==> src/rtl/ttyPkg.sv <==
package ttyPkg;
  localparam int SEL_W = 3;
  localparam logic [SEL_W-1:0] SEL_RX_DATA = 3'd0;
  localparam logic [SEL_W-1:0] SEL_RX_STAT = 3'd2;
  localparam logic [SEL_W-1:0] SEL_RX_CTRL = 3'd3;
  localparam logic [SEL_W-1:0] SEL_TX_DATA = 3'd5;
  localparam logic [SEL_W-1:0] SEL_TX_STAT = 3'd6;
  localparam logic [SEL_W-1:0] SEL_TX_CTRL = 3'd7;

  localparam int CTL_IRQ_BIT = 0;
  localparam int CTL_ERR_BIT = 1;
  localparam int CTL_ON_BIT  = 2;
  localparam int ST_BUSY_BIT = 2;
  localparam int ST_RDY_BIT  = 3;

  typedef struct packed {
    logic rdData;
    logic wrInCtrl;
    logic wrTxData;
    logic wrOutCtrl;
    logic rxAccept;
    logic txDone;
  } ttyStrb_t;
endpackage

==> src/rtl/ttyCtrl.sv <==
module ttyCtrl
  import ttyPkg::*;
#(
  parameter int LVL_W    = 4,
  parameter int RX_LEVEL = 12,
  parameter int TX_LEVEL = 10
) (
  input  logic             clk,
  input  logic             rstN,
  input  logic [SEL_W-1:0] ioSel,
  input  logic             ioRd,
  input  logic             ioWr,
  input  logic             rxValid,
  input  logic             txValid,
  input  logic             txReady,
  input  logic             rxActive,
  input  logic             rxIrqEn,
  input  logic             txIrqEn,
  output ttyStrb_t         strb,
  output logic             irqRx,
  output logic [LVL_W-1:0] irqRxLevel,
  output logic             irqTx,
  output logic [LVL_W-1:0] irqTxLevel
);
  localparam logic [LVL_W-1:0] RX_LVL = LVL_W'(RX_LEVEL);
  localparam logic [LVL_W-1:0] TX_LVL = LVL_W'(TX_LEVEL);

  always_comb begin
    strb.rdData    = ioRd && (ioSel == SEL_RX_DATA);
    strb.wrInCtrl  = ioWr && (ioSel == SEL_RX_CTRL);
    strb.wrTxData  = ioWr && (ioSel == SEL_TX_DATA);
    strb.wrOutCtrl = ioWr && (ioSel == SEL_TX_CTRL);
    strb.rxAccept  = rxValid && rxActive;
    strb.txDone    = txValid && txReady;
  end

  always_ff @(posedge clk or negedge rstN) begin
    if (!rstN) begin
      irqRx <= 1'b0;
      irqTx <= 1'b0;
    end else begin
      irqRx <= strb.rxAccept && rxIrqEn;
      irqTx <= strb.txDone && txIrqEn;
    end
  end

  assign irqRxLevel = irqRx ? RX_LVL : '0;
  assign irqTxLevel = irqTx ? TX_LVL : '0;


  rx_irq_cause_chk: assert property (@(posedge clk) disable iff (!rstN)
    irqRx |-> $past(rxValid && rxActive && rxIrqEn));


  tx_irq_cause_chk: assert property (@(posedge clk) disable iff (!rstN)
    irqTx |-> $past(txValid && txReady && txIrqEn));
endmodule

==> src/rtl/ttyDatapath.sv <==
module ttyDatapath
  import ttyPkg::*;
#(
  parameter int DATA_W = 16,
  parameter int CHAR_W = 7,
  parameter int RXIN_W = 8
) (
  input  logic              clk,
  input  logic              rstN,
  input  ttyStrb_t          strb,
  input  logic [SEL_W-1:0]  ioSel,
  input  logic [DATA_W-1:0] ioWdata,
  output logic [DATA_W-1:0] ioRdata,
  input  logic [RXIN_W-1:0] rxChar,
  output logic              txValid,
  output logic [CHAR_W-1:0] txChar,
  output logic              rxActive,
  output logic              rxIrqEn,
  output logic              txIrqEn
);
  localparam int CTL_W = 3;

  logic [CHAR_W-1:0] rxData;
  logic              inReady;
  logic [CTL_W-1:0]  inCtrl;
  logic [CHAR_W-1:0] txData;
  logic [1:0]        outCtlBits;
  logic              txBusy;
  logic              outReady;
  logic [DATA_W-1:0] inStatus;
  logic [DATA_W-1:0] outStatus;

  always_ff @(posedge clk or negedge rstN) begin
    if (!rstN) begin
      rxData  <= '0;
      inReady <= 1'b0;
      inCtrl  <= '0;
    end else begin
      if (strb.rxAccept) begin
        rxData  <= rxChar[CHAR_W-1:0];
        inReady <= 1'b1;
      end else if (strb.rdData) begin
        inReady <= 1'b0;
      end
      if (strb.wrInCtrl) inCtrl <= ioWdata[CTL_W-1:0];
    end
  end

  always_ff @(posedge clk or negedge rstN) begin
    if (!rstN) begin
      txData     <= '0;
      outCtlBits <= '0;
      txBusy     <= 1'b0;
      outReady   <= 1'b1;
    end else begin
      if (strb.wrTxData) begin
        txData   <= ioWdata[CHAR_W-1:0];
        txBusy   <= 1'b1;
        outReady <= 1'b0;
      end else if (strb.txDone) begin
        txBusy   <= 1'b0;
        outReady <= 1'b1;
      end
      if (strb.wrOutCtrl) outCtlBits <= ioWdata[1:0];
    end
  end

  always_comb begin
    inStatus                = '0;
    inStatus[CTL_IRQ_BIT]   = inCtrl[CTL_IRQ_BIT];
    inStatus[ST_RDY_BIT]    = inReady;
    outStatus               = '0;
    outStatus[1:0]          = outCtlBits;
    outStatus[ST_BUSY_BIT]  = txBusy;
    outStatus[ST_RDY_BIT]   = outReady;
  end

  always_comb begin
    case (ioSel)
      SEL_RX_DATA: ioRdata = DATA_W'(rxData);
      SEL_RX_STAT: ioRdata = inStatus;
      SEL_TX_STAT: ioRdata = outStatus;
      default:     ioRdata = '0;
    endcase
  end

  assign txValid  = txBusy;
  assign txChar   = txData;
  assign rxActive = inCtrl[CTL_ON_BIT];
  assign rxIrqEn  = inCtrl[CTL_IRQ_BIT];
  assign txIrqEn  = outCtlBits[CTL_IRQ_BIT];


  tx_hold_chk: assert property (@(posedge clk) disable iff (!rstN)
    (txBusy && !strb.txDone && !strb.wrTxData) |=> txBusy && $stable(txData));


  tx_done_chk: assert property (@(posedge clk) disable iff (!rstN)
    (strb.txDone && !strb.wrTxData) |=> (outReady && !txBusy));


  tx_start_chk: assert property (@(posedge clk) disable iff (!rstN)
    strb.wrTxData |=> (txBusy && !outReady && txData == $past(ioWdata[CHAR_W-1:0])));


  rd_clear_chk: assert property (@(posedge clk) disable iff (!rstN)
    (strb.rdData && !strb.rxAccept) |=> !inReady);


  rx_keep_chk: assert property (@(posedge clk) disable iff (!rstN)
    !strb.rxAccept |=> $stable(rxData));


  busy_ready_excl_chk: assert property (@(posedge clk) disable iff (!rstN)
    !(txBusy && outReady));
endmodule

==> src/rtl/ttyRegPort.sv <==
module ttyRegPort
  import ttyPkg::*;
#(
  parameter int DATA_W   = 16,
  parameter int CHAR_W   = 7,
  parameter int RXIN_W   = 8,
  parameter int LVL_W    = 4,
  parameter int RX_LEVEL = 12,
  parameter int TX_LEVEL = 10
) (
  input  logic              clk,
  input  logic              rstN,
  input  logic [2:0]        ioSel,
  input  logic              ioRd,
  input  logic              ioWr,
  input  logic [DATA_W-1:0] ioWdata,
  output logic [DATA_W-1:0] ioRdata,
  input  logic              rxValid,
  input  logic [RXIN_W-1:0] rxChar,
  output logic              txValid,
  output logic [CHAR_W-1:0] txChar,
  input  logic              txReady,
  output logic              irqRx,
  output logic [LVL_W-1:0]  irqRxLevel,
  output logic              irqTx,
  output logic [LVL_W-1:0]  irqTxLevel
);
  ttyStrb_t strb;
  logic     rxActive;
  logic     rxIrqEn;
  logic     txIrqEn;

  ttyCtrl #(.LVL_W(LVL_W), .RX_LEVEL(RX_LEVEL), .TX_LEVEL(TX_LEVEL)) i_ctrl (
    .clk(clk), .rstN(rstN), .ioSel(ioSel), .ioRd(ioRd), .ioWr(ioWr),
    .rxValid(rxValid), .txValid(txValid), .txReady(txReady),
    .rxActive(rxActive), .rxIrqEn(rxIrqEn), .txIrqEn(txIrqEn),
    .strb(strb), .irqRx(irqRx), .irqRxLevel(irqRxLevel),
    .irqTx(irqTx), .irqTxLevel(irqTxLevel)
  );

  ttyDatapath #(.DATA_W(DATA_W), .CHAR_W(CHAR_W), .RXIN_W(RXIN_W)) i_dp (
    .clk(clk), .rstN(rstN), .strb(strb), .ioSel(ioSel), .ioWdata(ioWdata),
    .ioRdata(ioRdata), .rxChar(rxChar), .txValid(txValid), .txChar(txChar),
    .rxActive(rxActive), .rxIrqEn(rxIrqEn), .txIrqEn(txIrqEn)
  );
endmodule

==> config.mk <==
export PLATFORM = sky130hd
export DESIGN_NAME = ttyRegPort
export DESIGN_NICKNAME = d
export VERILOG_FILES = /design/src/rtl/ttyPkg.sv /design/src/rtl/ttyCtrl.sv /design/src/rtl/ttyDatapath.sv /design/src/rtl/ttyRegPort.sv
export SDC_FILE = /design/constraint.sdc
export NUM_CORES = 1
export LEC_CHECK = 0
export BUFFER_PORTS_ARGS = -buffer_cell sky130_fd_sc_hd__buf_2
export CAP_MARGIN = 20
export CORE_ASPECT_RATIO = 1.1
export CORE_MARGIN = 8
export CORE_UTILIZATION = 38
export DETAILED_ROUTE_END_ITERATION = 16
export PLACE_DENSITY = 0.74
export SYNTH_ARGS = -nofsm -noshare
export SYNTH_HDL_FRONTEND = slang
export SYNTH_SLANG_ARGS = --single-unit
==> constraint.sdc <==
create_clock -name clk -period 1.04 [get_ports clk]
set_input_delay 0 -clock clk [delete_from_list [all_inputs] [get_ports clk]]
set_output_delay 0 -clock clk [all_outputs]
set_load 0.02 [all_outputs]
# After elaboration in Yosys (flattened, before gate mapping)
# Index checks and enable logic that the tools add are counted.
classes:
  n_eq_ne: 5
  reduce_logical: 11
  muxes: 9
ops:
  columns: ["cell", "n"]
  rows:
  - ["case mux 7 bit (3 select lines)", 1]
  - ["== test 3 bit (second input constant)", 3]
  - ["logical AND 1 bit", 8]
  - ["2-to-1 mux 4 bit", 2]
  - ["== test 3 x 2 -> 1 bit (second input constant)", 2]
  - ["2-to-1 mux 1 bit", 6]
  - ["nonzero test 2 bit", 2]
  - ["zero test 3 bit", 1]
totals:
  out_inout_bits: 34
  regBits: 24
  word_cells: 34
  in_bits: 33

# Depth between registers and ports, before layout
# Gate-level depths: netlist (run 1).
depth:
  depth_word: 4
  ltp_mapped: 4
  depth_no_buf: 3

# By module
# From an unflattened synthesis (run 1), not the netlist that was laid out.
hier_totals:
  hier_cells: 94
  area_unflattened_um2: 1154.9
by_module_without_submodules:
  columns: ["module", "n_inst", "cells_each", "area_per_inst_um2"]
  rows:
  - ["ttyDatapath", 1, 75, 969.7]
  - ["ttyCtrl", 1, 19, 185.2]

# Least setup slack after synthesis (run 1)
# OpenSTA, ideal clock, no wires.
synth_path:
  path_type: "register -> output"
  from: "reg i_dp.outReady"
  to: "out ioRdata[3]"
  t_required_ns: 1.040
  setup_slack_ns: -0.107
  n_path_buf: 0
  path_stages_with_launch: 3
  arrival_ns: 1.147
  cell_sequence: "dfstp_2 mux2i_1 a211oi_1"
synth_between:
  elab_chain_len: 1
synth_rtl:
  columns: ["item", "line", "source"]
  rows:
  - ["from (decl)", "ttyDatapath.sv:29", "logic outReady;"]
  - ["from (signal assigned)", "ttyDatapath.sv:54", "outReady <= 1'b1;"]
  - ["from (signal assigned)", "ttyDatapath.sv:59", "outReady <= 1'b0;"]
  - ["from (signal assigned)", "ttyDatapath.sv:62", "outReady <= 1'b1;"]
  - ["case mux 7 bit (3 select lines)", "ttyDatapath.sv:79", "case (ioSel)"]
  - ["to (decl)", "ttyRegPort.sv:17", "output logic [DATA_W-1:0] ioRdata,"]
# No other way between the ends.

# Final worst setup path (run 1)
# Ends and elaborated chain as after synthesis.

==> flow_summary.toml, run 1 <==
[clocking]
htreeDepth = 1
cts.sink_count = 23
clk_latency_ns = 0.31
cts_tree = "yes"
cts_buffers = 3
path_clk_slew_ns = 0.12
cts_root_buffer = "clkbuf_4"
clockBufferDepth = 2

[global_routing]
met1_usage = 0.108
grt_max_degree = 24
grtUsageTotal = 0.102
grt_busiest_layer = "met2"
met2_usage = 0.160
first_global_vias = 869
antenna_found_initial = 0
grt_pass1_wl_mm = 3.93
grt_overflow = 0
use_met3 = 0.0599

[timing]
setup_ws_ns = -0.263
drv_slew = 0
fin_crit_sh = 1.25
finClkSkew_ns = 0.00239
setup_violations = 8
max_freq_ghz = 0.768
rsz0062_at_grt = "true"
min_period_ns = 1.30
timing.hold.ws_ns = 0.0242
hold_viol = 0

[floorplanning]
die_h_um = 73.1
die_w_um = 67.9
dieArea_sq_um = 4960
fp-row-count = 20
start_util = 0.402
num_io_pins = 67
core-area_sq_um = 2800

[synthesis]
synth-seq-cells = 23
netlist_top_cells_count = "dfrtp_1, buf_4, mux2_2"
yosysMostFrequentCell = "dfrtp_1"
ys_seq_area_frac = 0.512
synth_cells = 93
async_flop_share = 1.00
synth_top_area_cell = "dfrtp_1"
yosys-top-cells-area = "dfrtp_1, mux2_2, buf_4"
synth_edf_count = 0
synth_area_per_cell_sq_um = 12.1
synth_area_sq_um = 1130
yosys_warnings = 0
synth.top_cell.area_share = 0.489
ys_types = 21
ys.flop_type = "dfrtp_1"

[critical_path]
critPathLaunchType = "flop"
critPathKind = "flop to primary output"
worst-r2r-setup-slack_ns = -0.01
crit_arrival_ns = 1.30
worstPathCellList = "mux2i_1 > a211oi_2 > buf_4"
path_max_fanout = 2
critPathBufInv = 1
crit_family = "flip-flops"
endpoint_kind = "primary output"
critPathRequiredTime_ns = 1.04
cp_slowest_cell = "dfstp_2"
cpPeakStageDelay_ns = 0.56

[final_layout]
fin_cells = 187
diodes = 0
area_delta_synth_final_pct = 37.8
num-nets-final = 188
drive_gt1_frac = 0.487
n_fill_cell = 250

[outcome]
failed_checks = "setup timing"
status = "complete, but fails checks"

[placement]
place_ws_ns = 0.00671
dp_cells = 162
gp_congestion = 0.804
port_buffers = 43
hpwl_mm = 1.93

[pwr]
irDropWorstVdd_mv = 1.02
leakage_uw = 0.000808
power_density_nw_per_um2 = 1560

[detailed_routing]
via_count = 870
avgRoutedWirePerCell_um = 14.4
via_per_inst = 4.65
dr.pass1.iters = 4
drt_iter0_markers = 10
antenna_left = 0
routed_wl_mm = 2.69
drc = 0

[min_path]
holdCritPathClass = "input port to flop"

[flow_run]
max_cap_viol_count = 0
worst paths after layout:
check | start | end | depth (start not counted)
min reg2reg | i_dp.txChar[0] | i_dp.txChar[0] | 1
max | i_dp.outReady | ioRdata[3] | 3
max reg2reg | i_dp.inCtrl[2] | i_dp.rxData[5] | 2
min in group asynchronous | rstN | i_dp.txChar[0] | 2
min | rxValid | i_ctrl.irqRx | 2
max in group asynchronous | rstN | i_dp.outReady | 2
power breakdown:
part | internal (uW) | total, uW | switching, uW
Sequential | 1110 | 1220 | 110
Combinational | 404 | 801 | 397
Clock | 144 | 405 | 261
Total | 1660 | 2420 | 767
cell families after synthesis:
kind of cell | synth area share
AND/OR/NAND/NOR | 0.0900
buffers and inverters | 0.147
multiplexers | 0.198
flip-flops | 0.512
other | 0.00333
AO/OA/AOI/OAI | 0.0500
layout make-up:
type / count / area, sq um / area share
sequential: 23 / 577 / 0.372
timing repair buffer: 65 / 445 / 0.287
inverter: 3 / 11.3 / 0.00726
tap: 33 / 41.3 / 0.0266
clock buffer: 3 / 22.5 / 0.0145
clock inverter: 1 / 5.00 / 0.00323
multi-input combinational: 59 / 449 / 0.290
layer usage:
metal  vias up  part of all wire
li1        413                 -
met1       404              0.37
met2        51              0.44
met3         2              0.18
met4         0            0.0071
met5         -                 0
sequential cells by signal (all words and copies together) (netlist names):
| signal | cells |
|---|---|
| i_dp.txChar | 7 |
| i_ctrl.irqRx | 1 |
| i_dp.rxData | 7 |
| i_dp.outCtlBits | 2 |
| i_dp.outReady | 1 |
| i_dp.txValid | 1 |
| i_ctrl.irqTx | 1 |
| i_dp.inCtrl | 2 |
| i_dp.inReady | 1 |
repair_timing:
item | in CTS | in global routing
resized for setup | 4 | 8
hold buffers | 17 | 0
pin swaps | 2 | 1
endpoints found under the hold margin | 45 | 0
buffers inserted | 3 | 1
endpoints found under the setup margin | 11 | 8
metrics by stage:
stage / cell area (sq um) / util / setup TNS (ns) / total power, uW
global route: 1550 / 0.554 / -0.886 / 2560
floorplan: 1180 / - / 0 / 1720
CTS: 1520 / 0.543 / -0.531 / 2400
finish: 1550 / 0.554 / -0.476 / 2420
detailed placement: 1290 / 0.460 / 0 / 1910
global placement: 1290 / 0.460 / 0 / 1880
cells in the final DEF, fill, tap and decap left out, types with 2 or more instances in the layout:
cell	n
a21oi_1	6
and2_1	3
and3_1	2
buf_2	37
buf_4	9
buf_6	2
clkbuf_4	3
conb_1	13
dfrtp_1	22
dlygate4sd3_1	17
inv_1	2
mux2_2	16
mux2_4	2
mux2i_1	2
nand2_1	2
nand3_1	2
nand4_1	2
nor2_1	2
Note: power is estimated with default switching activity, not from simulation.
==> inputs of run 2 (changes only) <==
CELL_PAD_IN_SITES_DETAIL_PLACEMENT = 1   (was unset)
CELL_PAD_IN_SITES_GLOBAL_PLACEMENT = 1   (was unset)
CORE_UTILIZATION = 28   (was 38)
PLACE_DENSITY = unset   (was 0.74)
PLACE_DENSITY_LB_ADDON = 0.1   (was unset)
==> flow_summary.toml, run 2 (synthesis results as in run 1) <==
[outcome]
status = "complete, but fails checks"
failed_checks = "hold timing, setup timing"

[pwr]
p_switching_uw = 775
seqPwrFrac = 0.483
leakage_uw = 0.000797
irDropWorstVdd_mv = 0.726
switching_share = 0.305
p_int_uw = 1760
power_uw = 2540
power_density_nw_per_um2 = 1620
power_frac_comb = 0.299
clock_power_share = 0.219

[timing]
tns_ns = -0.374
timing.hold.ws_ns = -0.00235
hold_viol = 3
min_period_ns = 1.25
max_freq_ghz = 0.801
drv_slew = 0
relSlewSlack = 0.652
setup_violations = 2
fin_crit_sh = 1.20
worst_pin_slew_ns = 0.522
setup_ws_ns = -0.209
rsz0062_at_grt = "true"
finClkSkew_ns = 0.00536

[floorplanning]
die_h_um = 82.5
start_util = 0.288
die_w_um = 76.5
num_io_pins = 67
core-area_sq_um = 3900
dieArea_sq_um = 6310
fp-row-count = 24

[global_routing]
antenna_found_initial = 0
grt_overflow = 0
grtUsageTotal = 0.0897
grt_max_degree = 24
grt_pass1_wl_mm = 4.62
first_global_vias = 967

[critical_path]
critPathLaunchType = "flop"
crit_arrival_ns = 1.25
crit_family = "flip-flops"
cpPeakStageDelay_ns = 0.55
critPathBufInv = 1
cp_slowest_cell = "dfstp_2"
path_max_fanout = 2
endpoint_kind = "primary output"
worstPathCellList = "mux2i_2 > a211oi_2 > buf_4"
critPathRequiredTime_ns = 1.04
critPathKind = "flop to primary output"

[final_layout]
multi_input_area_sq_um = 453
drive_gt1_frac = 0.493
area_delta_synth_final_pct = 38.9
seqCellArea_sq_um = 577
layout_common_cells = "buf_2, dfrtp_1, mux2_2"
fin_cells = 204
layout_commonest_cell = "buf_2"
n_fill_cell = 474
num-nets-final = 186
diodes = 0
utilization = 0.401

[clocking]
path_clk_slew_ns = 0.08
cts_buffers = 3
cts.sink_count = 23
cts_root_buffer = "clkbuf_8"
clockBufferDepth = 2
cts_tree = "yes"
clk_latency_ns = 0.26
htreeDepth = 1

[placement]
port_buffers = 43
gp_congestion = 0.721
dp_cells = 182
hpwl_mm = 2.14

[min_path]
holdCritPathClass = "input port to flop"

[detailed_routing]
drt_iter0_markers = 14
avgRoutedWirePerCell_um = 13.3
routed_wl_mm = 2.71
via_count = 842
antenna_left = 0
drc = 0
via_per_inst = 4.13
dr.pass1.iters = 2

[flow_run]
max_cap_viol_count = 0
-- run 2: cell count changes in the layout (fill, tap and decap cells not counted), moves of 2 or more --
cell and delta:
buf_4 -2, buf_2 +3, buf_6 -2, clkbuf_8 +3, clkbuf_4 -3
-- run 2: what timing repair did --
item | in CTS | in global routing
buffers inserted | 1 | 1
setup endpoints to repair | 10 | 5
hold endpoints to repair | 39 | 0
hold buffers | 16 | 0
pin swaps | 1 | 1
gates resized for setup | 2 | 5
-- run 2: power by group through the flow --
stage               Combinational, uW  Clock (uW)  Sequential, uW
global placement                  667           0            1230
global route                      829         615            1260
CTS                               733         576            1230
detailed placement                676           0            1240
floorplan                         421           0            1300
finish                            757         555            1230
-- run 2: final timing paths --
| path | startpoint | to | depth (start not counted) | slack [ns] |
|---|---|---|---|---|
| worst max-delay path | i_dp.outReady | ioRdata[3] | 3 | -0.21 |
| worst min-delay path | ioWdata[0] | i_dp.outCtlBits[0] | 2 | -0.002 |
| worst max register to register | i_dp.inCtrl[2] | i_dp.rxData[3] | 2 | 0.03 |
| worst min register to register | i_dp.rxData[6] | i_dp.rxData[6] | 1 | 0.50 |
| max in group asynchronous | rstN | i_dp.outReady | 2 | 0.43 |
| min in group asynchronous | rstN | i_dp.txChar[4] | 2 | 0.25 |
-- run 2: routing by layer --
metal / wire, um / global-route usage / part of all wire
met5: 0 / 0 / 0
met4: 16 / 0.0404 / 0.0059
met3: 244 / 0.0422 / 0.090
met2: 1340 / 0.151 / 0.50
met1: 1110 / 0.0960 / 0.41
-- run 2: final cells by class --
| class | count | area share |
|---|---|---|
| flip-flops and latches | 23 | 0.369 |
| multi-input cells | 59 | 0.290 |
| repair buffers | 63 | 0.264 |
| well taps | 52 | 0.0416 |
| clock buffers | 4 | 0.0288 |
| inverters | 3 | 0.00720 |
-- run 2: metrics by stage --
step                setup WS [ns]  cell area, sq um
finish                     -0.209              1560
global route               -0.259              1560
CTS                        -0.238              1540
detailed placement       -0.00662              1320
global placement         -0.00304              1320
floorplan                  0.0593              1180
==> inputs of run 3 (changes only) <==
ABC_AREA = 1   (was unset)
CORE_UTILIZATION = 27   (was 28)
==> flow_summary.toml, run 3 <==
[clocking]
clk_latency_ns = 0.27
cts.sink_count = 23
htreeDepth = 1
cts_root_buffer = "clkbuf_8"
clockBufferDepth = 2
cts_tree = "yes"
path_clk_slew_ns = 0.09
cts_buffers = 3

[synthesis]
ys.flop_type = "dfrtp_1"
synth-seq-cells = 23
yosys_warnings = 0
synthMuxAreaShare = 0
ys_seq_area_frac = 0.484
synth_cells = 139
synth_edf_count = 0
synth_xor_area_frac = 0
synth_top_area_cell = "dfrtp_1"
ys_types = 21
synth_simple_gate_area_share = 0.315
synth_area_sq_um = 1190
synth_top_family_by_area = "simple AND/OR/NAND/NOR gates"
synth.top_cell.area_share = 0.462
synth_area_per_cell_sq_um = 8.57
async_flop_share = 1.00
yosys-top-cells-area = "dfrtp_1, buf_4, nand2_1"
synth_fa_ha_area_frac = 0
yosysMostFrequentCell = "nand2_1"
synth_compound_area_frac = 0.0336
netlist_top_cells_count = "nand2_1, nand3_1, dfrtp_1"

[critical_path]
critPathRequiredTime_ns = 1.04
crit_arrival_ns = 1.15
crit_family = "flip-flops"
cp_slowest_cell = "dfstp_2"
critPathLaunchType = "flop"
endpoint_kind = "primary output"
critPathBufInv = 1
path_max_fanout = 2
critPathKind = "flop to primary output"
worstPathCellList = "nand4_1 > nand3_1 > buf_6"
cpPeakStageDelay_ns = 0.54

[global_routing]
first_global_vias = 1169
grtUsageTotal = 0.101
grt_pass1_wl_mm = 5.53
grt_max_degree = 24
grt_overflow = 0
antenna_found_initial = 0

[floorplanning]
num_io_pins = 67
core-area_sq_um = 4290
die_h_um = 85.7
die_w_um = 79.3
fp-row-count = 25
start_util = 0.278
dieArea_sq_um = 6800

[pwr]
irDropWorstVdd_mv = 0.541
switching_share = 0.340
power_uw = 2520
power_frac_comb = 0.302
leakage_uw = 0.000913
p_switching_uw = 857
seqPwrFrac = 0.475
clock_power_share = 0.223
p_int_uw = 1670
power_density_nw_per_um2 = 1540

[timing]
max_freq_ghz = 0.873
min_period_ns = 1.15
setup_violations = 1
finClkSkew_ns = 0.00526
rsz0062_at_grt = "true"
setup_ws_ns = -0.106
fin_crit_sh = 1.10
relSlewSlack = 0.648
drv_slew = 0
hold_viol = 0
worst_pin_slew_ns = 0.528

[placement]
place_ws_ns = 0.0786
hpwl_mm = 2.56
dp_cells = 228
place_area_sq_um = 1370
port_buffers = 43
gp_congestion = 0.750

[final_layout]
area_delta_synth_final_pct = 37.2
diodes = 0
utilization = 0.381
final_cell_area_sq_um = 1630
fin_cells = 252
layout_commonest_cell = "buf_2"
layout_common_cells = "buf_2, nand2_1, nand3_1, dfrtp_1, dlygate4sd3_1"
num-nets-final = 232
drive_gt1_frac = 0.323

[outcome]
failed_checks = "setup timing"
status = "complete, but fails checks"

[detailed_routing]
via_per_inst = 4.29
drc = 0
dr.pass1.iters = 4
avgRoutedWirePerCell_um = 13.3
via_count = 1081
antenna_left = 0
drt_iter0_markers = 19
routed_wl_mm = 3.36

[flow_run]
max_cap_viol_count = 0

[min_path]
holdCritPathClass = "input port to flop"
-- run 3: changes by cell type in the layout (fill, tap and decap cells not counted), moves of 5 or more --
cell | previous run | this run
nand2_1 | 2 | 34
nand3_1 | 2 | 22
mux2_2 | 17 | 0
inv_1 | 2 | 8
nor2_1 | 2 | 7
-- run 3: path summary, 6_finish.rpt --
kind / slack [ns] / depth (start not counted) / startpoint / to
worst min-delay path: 0.005 / 3 / ioWdata[0] / i_dp.inCtrl[0]
worst max-delay path: -0.11 / 3 / i_dp.outReady / ioRdata[3]
worst min register to register: 0.48 / 2 / i_dp.txChar[6] / i_dp.txChar[6]
worst max register to register: 0.19 / 3 / i_dp.inCtrl[2] / i_dp.rxData[5]
max in group asynchronous: 0.44 / 2 / rstN / i_dp.outReady
min in group asynchronous: 0.24 / 2 / rstN / i_dp.rxData[4]
-- run 3: kinds of logic (layout without fill, tap and decap cells) --
kind of cell / after synthesis / after routing
buf+inv: 31 / 78
flops: 23 / 23
compound gates: 8 / 8
simple gates: 76 / 76
other cells: 1 / 13
-- run 3: area by class of cell --
cell class,count,area [sq um]
multi-input combinational,97,475
clock inverter,1,5.00
sequential,23,577
inverter,10,40.0
fill,513,2650
clock buffer,3,41.3
tap,54,67.6
timing repair buffer,64,428
-- run 3: through the flow --
step / hold slack (ns) / setup TNS (ns)
after floorplan: -0.296 / 0
after global placement: 0.0159 / 0
after detailed placement: 0.0185 / 0
after CTS: 0.00391 / -0.122
after global routing: 0.0164 / -0.187
final: 0.00542 / -0.106
-- run 3: repair_timing --
| action | CTS | global route |
|---|---|---|
| endpoints found under the setup margin | 3 | 8 |
| setup buffers | 3 | 2 |
| pin swaps | 1 | 1 |
| cloned | 0 | 0 |
| resized for setup | 3 | 8 |
| endpoints found under the hold margin | 38 | 0 |
| hold buffers | 15 | 0 |
-- run 3: routing by layer --
layer / GRT usage / share of wire
met1: 0.114 / 0.42
met2: 0.171 / 0.48
met3: 0.0377 / 0.091
met4: 0.0354 / 0.012
met5: 0 / 0
-- run 3: worst min-delay path, stage by stage --
cell	delay, ns
buf_2	0.12
nand3_1	0.08
nand2_1	0.05
-- run 3: power by group through the flow --
stage / Clock (uW) / Sequential [uW] / Combinational, uW
6_report: 563 / 1200 / 761
5_1_grt: 624 / 1220 / 849
4_1_cts: 585 / 1210 / 728
3_5_place_dp: 0 / 1230 / 645
3_3_place_gp: 0 / 1220 / 627
2_1_floorplan: 0 / 1270 / 387
